--- config.mk ---
export PLATFORM = sky130hd
export DESIGN_NAME = stq_top
export DESIGN_NICKNAME = d
export VERILOG_FILES = /design/src/rtl/stq_pkg.sv /design/src/rtl/stq_ring.sv /design/src/rtl/stq_seek.sv /design/src/rtl/stq_ldrsp.sv /design/src/rtl/stq_top.sv
export SDC_FILE = /design/constraint.sdc
export NUM_CORES = 2
export LEC_CHECK = 0
export ABC_CLOCK_PERIOD_IN_PS = 6200
export BUFFER_PORTS_ARGS = -buffer_cell sky130_fd_sc_hd__buf_2
export CAP_MARGIN = 20
export CORE_ASPECT_RATIO = 2
export CORE_MARGIN = 4
export CORE_UTILIZATION = 56
export CTS_BUF_LIST = sky130_fd_sc_hd__clkbuf_4 sky130_fd_sc_hd__clkbuf_8 sky130_fd_sc_hd__clkbuf_16
export DETAILED_ROUTE_END_ITERATION = 10
export GPL_ROUTABILITY_DRIVEN = 0
export PLACE_DENSITY = 0.78
export SYNTH_ARGS = -nofsm -noshare
export SYNTH_HDL_FRONTEND = slang
export SYNTH_HIERARCHICAL = 1
export SYNTH_SLANG_ARGS = --single-unit
--- constraint.sdc ---
create_clock -name clk -period 6.2 [get_ports clk]
set_clock_uncertainty 0.15 [all_clocks]
set_input_delay 1.86 -clock clk [delete_from_list [all_inputs] [get_ports clk]]
set_output_delay 1.86 -clock clk [all_outputs]
set_load 0.01 [all_outputs]
--- src/rtl/stq_pkg.sv ---
`timescale 1ns/1ps
package stq_pkg;
   // Source of the load result returned in the next cycle
   typedef enum logic [1:0] {
      SRC_IDLE   = 2'd0,
      SRC_BUFFER = 2'd1,
      SRC_CACHE  = 2'd2
   } ld_src_e;

   // Bits needed to index n slots
   function automatic int idx_bits(input int n);
      return (n <= 2) ? 1 : $clog2(n);
   endfunction

   // Bits needed to count 0..n
   function automatic int cnt_bits(input int n);
      return $clog2(n + 1);
   endfunction
endpackage

--- src/rtl/stq_ring.sv ---
`timescale 1ns/1ps
// Circular storage for queued stores: allocation at the tail, removal at the head.
module stq_ring
   import stq_pkg::*;
#(
   parameter int DEPTH  = 8,
   parameter int ADDR_W = 32,
   parameter int DATA_W = 32,
   parameter int PTR_W  = idx_bits(DEPTH),
   parameter int CNT_W  = cnt_bits(DEPTH)
) (
   input  logic                           clk,
   input  logic                           rst_n,
   input  logic                           push,
   input  logic [ADDR_W-1:0]              push_addr,
   input  logic [DATA_W-1:0]              push_data,
   input  logic                           pop,
   output logic                           full,
   output logic                           empty,
   output logic [PTR_W-1:0]               head_idx,
   output logic [DEPTH-1:0]               slot_valid,
   output logic [DEPTH-1:0][ADDR_W-1:0]   slot_addr,
   output logic [DEPTH-1:0][DATA_W-1:0]   slot_data,
   output logic [ADDR_W-1:0]              head_addr,
   output logic [DATA_W-1:0]              head_data
);
   logic [PTR_W-1:0]             head_q, tail_q;
   logic [CNT_W-1:0]             cnt_q;
   logic [DEPTH-1:0]             vld_q;
   logic [DEPTH-1:0][ADDR_W-1:0] adr_q;
   logic [DEPTH-1:0][DATA_W-1:0] dat_q;
   logic                         do_push, do_pop;

   function automatic logic [PTR_W-1:0] bump(input logic [PTR_W-1:0] p);
      return (p == PTR_W'(DEPTH - 1)) ? '0 : p + 1'b1;
   endfunction

   assign full    = (cnt_q == CNT_W'(DEPTH));
   assign empty   = (cnt_q == '0);
   assign do_push = push & ~full;    // never write past DEPTH entries
   assign do_pop  = pop & ~empty;    // one entry per cycle at most

   always_ff @(posedge clk or negedge rst_n) begin
      if (!rst_n) begin
         head_q <= '0;
         tail_q <= '0;
         cnt_q  <= '0;
      end else begin
         if (do_push) tail_q <= bump(tail_q);
         if (do_pop)  head_q <= bump(head_q);
         case ({do_push, do_pop})
            2'b10:   cnt_q <= cnt_q + 1'b1;
            2'b01:   cnt_q <= cnt_q - 1'b1;
            default: cnt_q <= cnt_q;
         endcase
      end
   end

   // Occupancy flags per slot; push and pop never hit the same slot in one cycle
   always_ff @(posedge clk or negedge rst_n) begin
      if (!rst_n) begin
         vld_q <= '0;
      end else begin
         for (int i = 0; i < DEPTH; i++) begin
            if (do_push && tail_q == PTR_W'(i))
               vld_q[i] <= 1'b1;
            else if (do_pop && head_q == PTR_W'(i))
               vld_q[i] <= 1'b0;
         end
      end
   end

   always_ff @(posedge clk) begin
      if (do_push) begin
         adr_q[tail_q] <= push_addr;
         dat_q[tail_q] <= push_data;
      end
   end

   assign head_idx   = head_q;
   assign slot_valid = vld_q;
   assign slot_addr  = adr_q;
   assign slot_data  = dat_q;
   assign head_addr  = adr_q[head_q];   // oldest entry faces the L1
   assign head_data  = dat_q[head_q];
endmodule

--- src/rtl/stq_seek.sv ---
`timescale 1ns/1ps
// Address search over the queue; returns the youngest matching entry.
module stq_seek
   import stq_pkg::*;
#(
   parameter int DEPTH      = 8,
   parameter int ADDR_W     = 32,
   parameter int DATA_W     = 32,
   parameter int PTR_W      = idx_bits(DEPTH),
   parameter bit ONEHOT_SEL = 1'b0
) (
   input  logic [PTR_W-1:0]             head_idx,
   input  logic [DEPTH-1:0]             slot_valid,
   input  logic [DEPTH-1:0][ADDR_W-1:0] slot_addr,
   input  logic [DEPTH-1:0][DATA_W-1:0] slot_data,
   input  logic [ADDR_W-1:0]            probe_addr,
   output logic                         hit,
   output logic [DATA_W-1:0]            hit_data
);
   logic [DEPTH-1:0] eq;

   for (genvar i = 0; i < DEPTH; i++) begin : g_cmp
      assign eq[i] = slot_valid[i] && (slot_addr[i] == probe_addr);
   end

   assign hit = |eq;

   // Distance of a slot from the head: larger means more recently accepted
   function automatic int slot_age(input int slot, input int head);
      int a;
      a = slot - head;
      if (a < 0) a = a + DEPTH;
      return a;
   endfunction

   if (ONEHOT_SEL) begin : g_onehot
      // Parallel variant: one-hot select of the youngest match, then AND-OR mux
      logic [DEPTH-1:0] pick;
      always_comb begin
         for (int i = 0; i < DEPTH; i++) begin
            pick[i] = eq[i];
            for (int j = 0; j < DEPTH; j++) begin
               if (j != i && eq[j] &&
                   slot_age(j, int'(head_idx)) > slot_age(i, int'(head_idx)))
                  pick[i] = 1'b0;
            end
         end
      end
      always_comb begin
         hit_data = '0;
         for (int i = 0; i < DEPTH; i++)
            if (pick[i]) hit_data = hit_data | slot_data[i];
      end
   end else begin : g_scan
      // Serial variant: walk from oldest to youngest, last match wins
      always_comb begin
         int j;
         hit_data = '0;
         for (int k = 0; k < DEPTH; k++) begin
            j = int'(head_idx) + k;
            if (j >= DEPTH) j = j - DEPTH;
            if (eq[j]) hit_data = slot_data[j];
         end
      end
   end
endmodule

--- src/rtl/stq_ldrsp.sv ---
`timescale 1ns/1ps
// Load result register: chooses queue or L1 data, returns it one cycle later.
module stq_ldrsp
   import stq_pkg::*;
#(
   parameter int DATA_W = 32
) (
   input  logic              clk,
   input  logic              rst_n,
   input  logic              ld_fire,
   input  logic              buf_hit,
   input  logic [DATA_W-1:0] buf_data,
   input  logic [DATA_W-1:0] cache_data,
   output logic              cache_rd,
   output logic              rsp_valid,
   output logic [DATA_W-1:0] rsp_data,
   output logic              rsp_fwd
);
   ld_src_e           src_d, src_q;
   logic [DATA_W-1:0] dat_q;

   always_comb begin
      if (!ld_fire)     src_d = SRC_IDLE;
      else if (buf_hit) src_d = SRC_BUFFER;
      else              src_d = SRC_CACHE;
   end

   assign cache_rd = (src_d == SRC_CACHE);   // read L1 only on a miss

   always_ff @(posedge clk or negedge rst_n) begin
      if (!rst_n) src_q <= SRC_IDLE;
      else        src_q <= src_d;
   end

   always_ff @(posedge clk) begin
      if (ld_fire) dat_q <= buf_hit ? buf_data : cache_data;
   end

   assign rsp_valid = (src_q != SRC_IDLE);
   assign rsp_fwd   = (src_q == SRC_BUFFER);
   assign rsp_data  = dat_q;
endmodule

--- src/rtl/stq_top.sv ---
`timescale 1ns/1ps
// Per-core store queue with in-order drain, youngest-match forwarding and fence stall.
module stq_top
   import stq_pkg::*;
#(
   parameter int DEPTH      = 8,
   parameter int ADDR_W     = 32,
   parameter int DATA_W     = 32,
   parameter bit ONEHOT_SEL = 1'b0
) (
   input  logic              clk,
   input  logic              rst_n,
   input  logic              st_valid,
   output logic              st_ready,
   input  logic [ADDR_W-1:0] st_addr,
   input  logic [DATA_W-1:0] st_data,
   input  logic              ld_valid,
   output logic              ld_ready,
   input  logic [ADDR_W-1:0] ld_addr,
   output logic              ld_rsp_valid,
   output logic [DATA_W-1:0] ld_rsp_data,
   output logic              ld_rsp_fwd,
   input  logic              fence_valid,
   output logic              fence_ready,
   output logic              l1w_valid,
   input  logic              l1w_ready,
   output logic [ADDR_W-1:0] l1w_addr,
   output logic [DATA_W-1:0] l1w_data,
   output logic              l1r_en,
   output logic [ADDR_W-1:0] l1r_addr,
   input  logic [DATA_W-1:0] l1r_data
);
   localparam int PTR_W = idx_bits(DEPTH);
   localparam int CNT_W = cnt_bits(DEPTH);

   if (DEPTH < 2) begin : g_bad_depth
      $error("stq_top: DEPTH must be at least 2");
   end
   if (ADDR_W < 1 || DATA_W < 1) begin : g_bad_width
      $error("stq_top: ADDR_W and DATA_W must be positive");
   end

   logic                         q_full, q_empty;
   logic [PTR_W-1:0]             q_head;
   logic [DEPTH-1:0]             q_vld;
   logic [DEPTH-1:0][ADDR_W-1:0] q_adr;
   logic [DEPTH-1:0][DATA_W-1:0] q_dat;
   logic                         st_fire, ld_fire, drain;
   logic                         fwd_hit;
   logic [DATA_W-1:0]            fwd_data;

   // a pending fence closes both core ports
   assign st_ready    = ~q_full & ~fence_valid;
   assign ld_ready    = ~fence_valid;
   assign fence_ready = q_empty;
   assign st_fire     = st_valid & st_ready;
   assign ld_fire     = ld_valid & ld_ready;

   assign l1w_valid   = ~q_empty;
   assign drain       = l1w_valid & l1w_ready;

   stq_ring #(
      .DEPTH (DEPTH), .ADDR_W(ADDR_W), .DATA_W(DATA_W),
      .PTR_W (PTR_W), .CNT_W (CNT_W)
   ) u_ring (
      .clk        (clk),
      .rst_n      (rst_n),
      .push       (st_fire),
      .push_addr  (st_addr),
      .push_data  (st_data),
      .pop        (drain),
      .full       (q_full),
      .empty      (q_empty),
      .head_idx   (q_head),
      .slot_valid (q_vld),
      .slot_addr  (q_adr),
      .slot_data  (q_dat),
      .head_addr  (l1w_addr),
      .head_data  (l1w_data)
   );

   // search uses state before this cycle's push and pop take effect
   stq_seek #(
      .DEPTH (DEPTH), .ADDR_W(ADDR_W), .DATA_W(DATA_W),
      .PTR_W (PTR_W), .ONEHOT_SEL(ONEHOT_SEL)
   ) u_seek (
      .head_idx   (q_head),
      .slot_valid (q_vld),
      .slot_addr  (q_adr),
      .slot_data  (q_dat),
      .probe_addr (ld_addr),
      .hit        (fwd_hit),
      .hit_data   (fwd_data)
   );

   stq_ldrsp #(.DATA_W(DATA_W)) u_ldrsp (
      .clk        (clk),
      .rst_n      (rst_n),
      .ld_fire    (ld_fire),
      .buf_hit    (fwd_hit),
      .buf_data   (fwd_data),
      .cache_data (l1r_data),
      .cache_rd   (l1r_en),
      .rsp_valid  (ld_rsp_valid),
      .rsp_data   (ld_rsp_data),
      .rsp_fwd    (ld_rsp_fwd)
   );

   assign l1r_addr = ld_addr;
endmodule

After elaboration in Yosys (flattened, before gate mapping). Cells that the tools add are included.

Register bits after elaboration: 564. Input bits: 134. Word-level logic and storage cells: 236.

Add/sub/neg operators: 19. $lt $le $gt $ge: 19. Equality and inequality tests: 27. Mux-type cells: 94. Bitwise gates (word level): 9. Reduce and logical (&&, ||, !) cells: 39.

Operators with widths (count): $mux W32 (36); $bmux W32 S3 (10); $bwmux W256 (2); $eq A32 B32 Y1 (8); $lt A32 B5 Y1 const B (8); $ge A32 B5 Y1 const B (7); $sub A32 B5 Y32 const B (7); $demux W32 S3 (1); $mux W1 (32); $logic_and A1 B1 Y1 (25); $bmux W1 S3 (8); $eq A3 B3 Y1 const B (8); $reduce_bool A2 Y1 (10); $add A3 B3 Y4 const B (4); $eq A3 B2 Y1 const B (4); $add A3 B2 Y4 const B (2); $lt A3 B4 Y1 const B (2); $pmux W4 S2 (1); $reduce_or A8 Y1 (1); $add A3 B1 Y3 const B (2); $and A1 B1 Y1 (6); $eq A3 B1 Y1 const B (2); $logic_not A3 Y1 (2); $mux W3 (2); 12 further kinds (17).

Depth between registers and ports, before layout.
Depth in word-level cells: 14. Gate-level depth with buffers: 17. Gate-level depth less buffers: 12.

By module. The synthesis kept the hierarchy.

By module, submodules not included: stq_ring (times used 1, cells each 981, area an instance 20333.3 sq um, sequential area each 15825.2 sq um); stq_seek (times used 1, cells each 1659, area an instance 15518.6 sq um, sequential area each 0.0 sq um); stq_ldrsp (times used 1, cells each 74, area an instance 1567.8 sq um, sequential area each 1011.0 sq um); stq_top (times used 1, cells each 38, area an instance 276.5 sq um, sequential area each 0.0 sq um).

Least setup slack after synthesis. OpenSTA, ideal clock, no wires.

Kind: input-to-reg. Start point: input fence_valid. End point: register u_ring.adr_q (netlist bit u_ring/slot_addr[128]) (enable). Library setup time: 0.565 ns. Arrival: 6.763 ns. Slack: -1.278 ns. Cell stages on the path: 4. Cells stage by stage: nor3b_2 a21boi_4 nand2_1 nor3_1.

Cells in the longest elaborated chain, start to end: 4.

RTL lines: start: declaration (RTL line stq_top.sv:23) `input logic fence_valid,`; $not A1 Y1 (RTL line stq_top.sv:53) `assign st_ready = ~q_full & ~fence_valid;`; $and A1 B1 Y1 (RTL line stq_top.sv:53); $and A1 B1 Y1 (RTL line stq_top.sv:56) `assign st_fire = st_valid & st_ready;`; $and A1 B1 Y1 (RTL line stq_ring.sv:40) `assign do_push = push & ~full;`; end signal: indexed assignment (RTL line stq_ring.sv:75) `adr_q[tail_q] <= push_addr;`; end: declaration (RTL line stq_ring.sv:30) `logic [DEPTH-1:0][ADDR_W-1:0] adr_q;`.

No other way between the ends. A chain may end at the register's enable or synchronous reset.

Worst setup path in the final report.
Start point: input ld_addr[21]. End point: output l1r_en.

Cells in the longest elaborated chain, start to end: 6.

RTL lines: start: declaration (RTL line stq_top.sv:19) `input logic [ADDR_W-1:0] ld_addr,`; $eq A32 B32 Y1 (RTL line stq_seek.sv:23) `assign eq[i] = slot_valid[i] && (slot_addr[i] == probe_addr);`; $logic_and A1 B1 Y1 (RTL line stq_seek.sv:23); $reduce_or A8 Y1 (*) (RTL line stq_seek.sv:26) `assign hit = |eq;`; named net fwd_hit (RTL line stq_top.sv:49) `logic fwd_hit;`; $mux W2 (*) (RTL line stq_ldrsp.sv:24) `else if (buf_hit) src_d = SRC_BUFFER;`; $mux W2 (*) (RTL line stq_ldrsp.sv:23) `if (!ld_fire) src_d = SRC_IDLE;`; $eq A2 B2 Y1 (*) (RTL line stq_ldrsp.sv:28) `assign cache_rd = (src_d == SRC_CACHE);`; end: declaration (RTL line stq_top.sv:29) `output logic l1r_en,`.

The timed path passes the listed nets; every way through them passes the cells marked *.

==> results_dict.tcl <==
set metrics [dict create \
    status "finished with violations" \
    violations "design-rule violations" \
    drive_above_1_share_pct 34.6 \
    cpPeakStageDelay_ps 670 \
    grt_pass1_wl_um 194000 \
    die_y_um 375 \
    dieArea_mm2 0.0718 \
    min_path_type "flop to flop" \
    vias 29300 \
    cap_violations 0 \
    std_cell_rows 134 \
    cts_root_buf "clkbuf_16" \
    finalCritPeriodShare_pct 99.6 \
    boundaryPins 269 \
    antenna_found_initial 9 \
    rr_startpoint "u_ring/head_idx[1]" \
    vdd.ir_drop.worst_mv 0.607 \
    dpl_cell_area_mm2 0.0403 \
    dr.first_iter.drc_count 4199 \
    viasPerCell 7.55 \
    synth_cell_types 81 \
    drtAntennaViolNets 0 \
    clock-sinks 564 \
    use_met3_pct 10.5 \
    multi_input_area_mm2 0.0196 \
    crit_path_start "ld_addr[21]" \
    synth_edf_count 544 \
    endpoint "l1r_en" \
    hold_viol 0 \
    start_util_pct 56.5 \
    overflow 0 \
    max_freq_ghz 0.162 \
    crit_chain "buf_2 -> buf_4 -> xnor2_1 -> nand4_1 -> nor4_1 -> buf_4 -> nand3_1 -> nand4_1 -> or2_2 -> nor2b_1 -> buf_2" \
    ys.flop_type "edfxtp_1" \
    first_pass_iters 11 \
    clock_path_buffers 3 \
    start_kind "primary input" \
    ys_warn_count 6 \
    setup_ws_ps 24.1 \
    use_met1_pct 39.8 \
    clkTransAtPathRegs_ps 70 \
    cts_setup_buffers 0 \
    ctsHoldBuffers 0 \
    p_per_area_mw_per_mm2 511 \
    grt_max_degree 186 \
    cp.arrival_ps 4170 \
    crit_fanout 7 \
    critical_path_required_ps 4190 \
    synth_compound_area_share_pct 7.68 \
    grt_use_met2_pct 59.8 \
    grt_usage_pct 37.0 \
    ff_latch_area_mm2 0.0168 \
    max_slew_margin_pct 22.7 \
    ys_ff_latch 564 \
    synthAdderAreaFrac_pct 0.564 \
    cp_slowest_cell "xnor2_1" \
    worst_pin_slew_ps 1160 \
    syn_avg_cell_area_um2 13.7 \
    cts_buffers 51 \
    synth_xor_area_share_pct 6.02 \
    setup_viol 0 \
    syn-num-nets 2903 \
    wire_per_inst_um 34.5 \
    fill_cells 4948 \
    netlist_area_mm2 0.0377 \
    core-area_mm2 0.0667 \
    grt_pass1_vias 29300 \
    grt.busiest_layer "met2" \
    drc_errors 1 \
    synthMuxAreaShare_pct 28.3 \
    min_path_cells 1 \
    reg2reg_slack_ps 880 \
    synthArstFlopShare_pct 3.55 \
    finish.utilization_pct 63.1 \
    dieWidth_um 191 \
    nNetsFinal 3097 \
    reg2reg_to "u_ldrsp/rsp_data[27]" \
    fin_hold_ws_ps 363 \
    synthSimpleGateAreaFrac_pct 8.48 \
    synth_top_family_by_area "multiplexers" \
    finalMaxSlewViolations 0 \
    worstSetupPathType "primary input to output pin" \
    wirelength_um 134000 \
    post-route-min-period_ps 6180 \
    fin_area_mm2 0.0421 \
    dp_hpwl_um 86500 \
    port-buffer-count 268 \
    syn_inst 2752 \
    synthToLayoutAreaGrowth_pct 11.8 \
    clk_latency_ps 600 \
    rsz0062_at_grt "no" \
    htreeDepth 2 \
    min_from "u_ring/slot_valid[1]" \
    leakage_nw 14.1 \
    tritoncts "yes" \
    reg2regPathDepth 13 \
    synth_seq_area_share_pct 44.7 \
    dp_slack_ps -148 \
    end_kind "output pin" \
]
[cells in the final DEF, fill, tap and decap left out, drive strengths merged, types with 10 or more instances in the layout]
| master | count |
|---|---|
| nor3 | 19 |
| nor2 | 27 |
| a21oi | 132 |
| mux2i | 104 |
| or4 | 14 |
| buf | 418 |
| o21ai | 43 |
| a221oi | 32 |
| a22o | 10 |
| a211oi | 32 |
| ha | 17 |
| nor4 | 43 |
| nor2b | 40 |
| diode | 12 |
| dfrtp | 20 |
| clkbuf | 63 |
| a22oi | 64 |
| nand2b | 14 |
| mux4 | 387 |
| xor2 | 95 |
| nand4 | 57 |
| clkinv | 17 |
| xnor2 | 164 |
| nand3 | 91 |
| o32a | 32 |
| mux2 | 72 |
| edfxtp | 544 |
| a32oi | 31 |
| nand2 | 295 |
| inv | 30 |
[metrics by stage]
stage / instances / TNS [ps] / power, W
floorplan: 2752 / 0 / 0.0142
global placement: 3777 / -66.2 / 0.0173
detailed placement: 3777 / -256 / 0.0178
CTS: 3871 / 0 / 0.0211
global route: 3872 / 0 / 0.0223
finish: 3883 / 0 / 0.0215
[Yosys cell counts, drive strengths merged, types with 57 or more instances]
cell type	n	area share [%]
a21oi	132	1.8
nand4	57	0.95
mux4	387	23
mux2	72	2.4
nand3	91	1.3
xor2	95	2.2
edfxtp	544	43
buf	172	3.0
mux2i	104	2.8
clkbuf	106	1.1
xnor2	164	3.8
a22oi	64	1.3
nand2	295	2.9
[critical path, delay by kind of cell]
kind,cells,cell delay [ps]
xor+xnor,1,670
simple gates,6,990
buf+inv,4,640
[layout make-up]
type / instances / area share (%)
inverter: 25 / 0.223
clock inverter: 32 / 0.799
clock buffer: 62 / 3.31
timing repair buffer: 419 / 6.56
tap: 884 / 2.62
sequential: 564 / 40.0
antenna: 12 / 0.0713
multi-input combinational: 1885 / 46.4
[worst min path at each step]
stage / slack [ps] / to
6_report: 360 / u_ring/slot_valid[1]
5_1_grt: 390 / u_ring/slot_valid[0]
4_1_cts: 360 / u_ring/slot_valid[1]
3_5_place_dp: 330 / u_ring/slot_valid[1]
3_3_place_gp: 340 / u_ring/slot_valid[2]
2_1_floorplan: 310 / u_ring/slot_valid[0]
[timing repair]
action	in CTS	in global routing
endpoints found under the setup margin	1	1
resized for setup	1	15
hold endpoints to repair	0	0
pin swaps	0	0
[logic make-up after synthesis]
kind of cell | Yosys count
AOI/OAI and AO/OA | 410
xor gates and xnor gates | 259
muxes | 563
and+or+nand+nor | 636
DFF | 564
adders and majority gates | 17
buffers and inverters | 303
[flip-flops by register name, summed over array words and instances (netlist names)]
signal             cells
u_ldrsp/rsp_data      32
u_ldrsp/src_q          2
u_ring/cnt_q           4
u_ring/head_idx        3
u_ring/slot_addr     256
u_ring/slot_data     256
u_ring/slot_valid      8
u_ring/tail_q          3
[routing by layer]
layer	up-vias	part of all wire, %
li1	11500	-
met1	14400	28
met2	2613	48
met3	839	13
met4	0	12
met5	-	0
[report_power, final]
part | switching (W) | leakage, nW | internal, W
Combinational | 0.00764 | 8.11 | 0.00564
Clock | 0.00145 | 0.858 | 0.00186
Sequential | 0.000427 | 5.17 | 0.00452
Total | 0.00952 | 14.1 | 0.0120
Power figures use the tool's default switching activity.
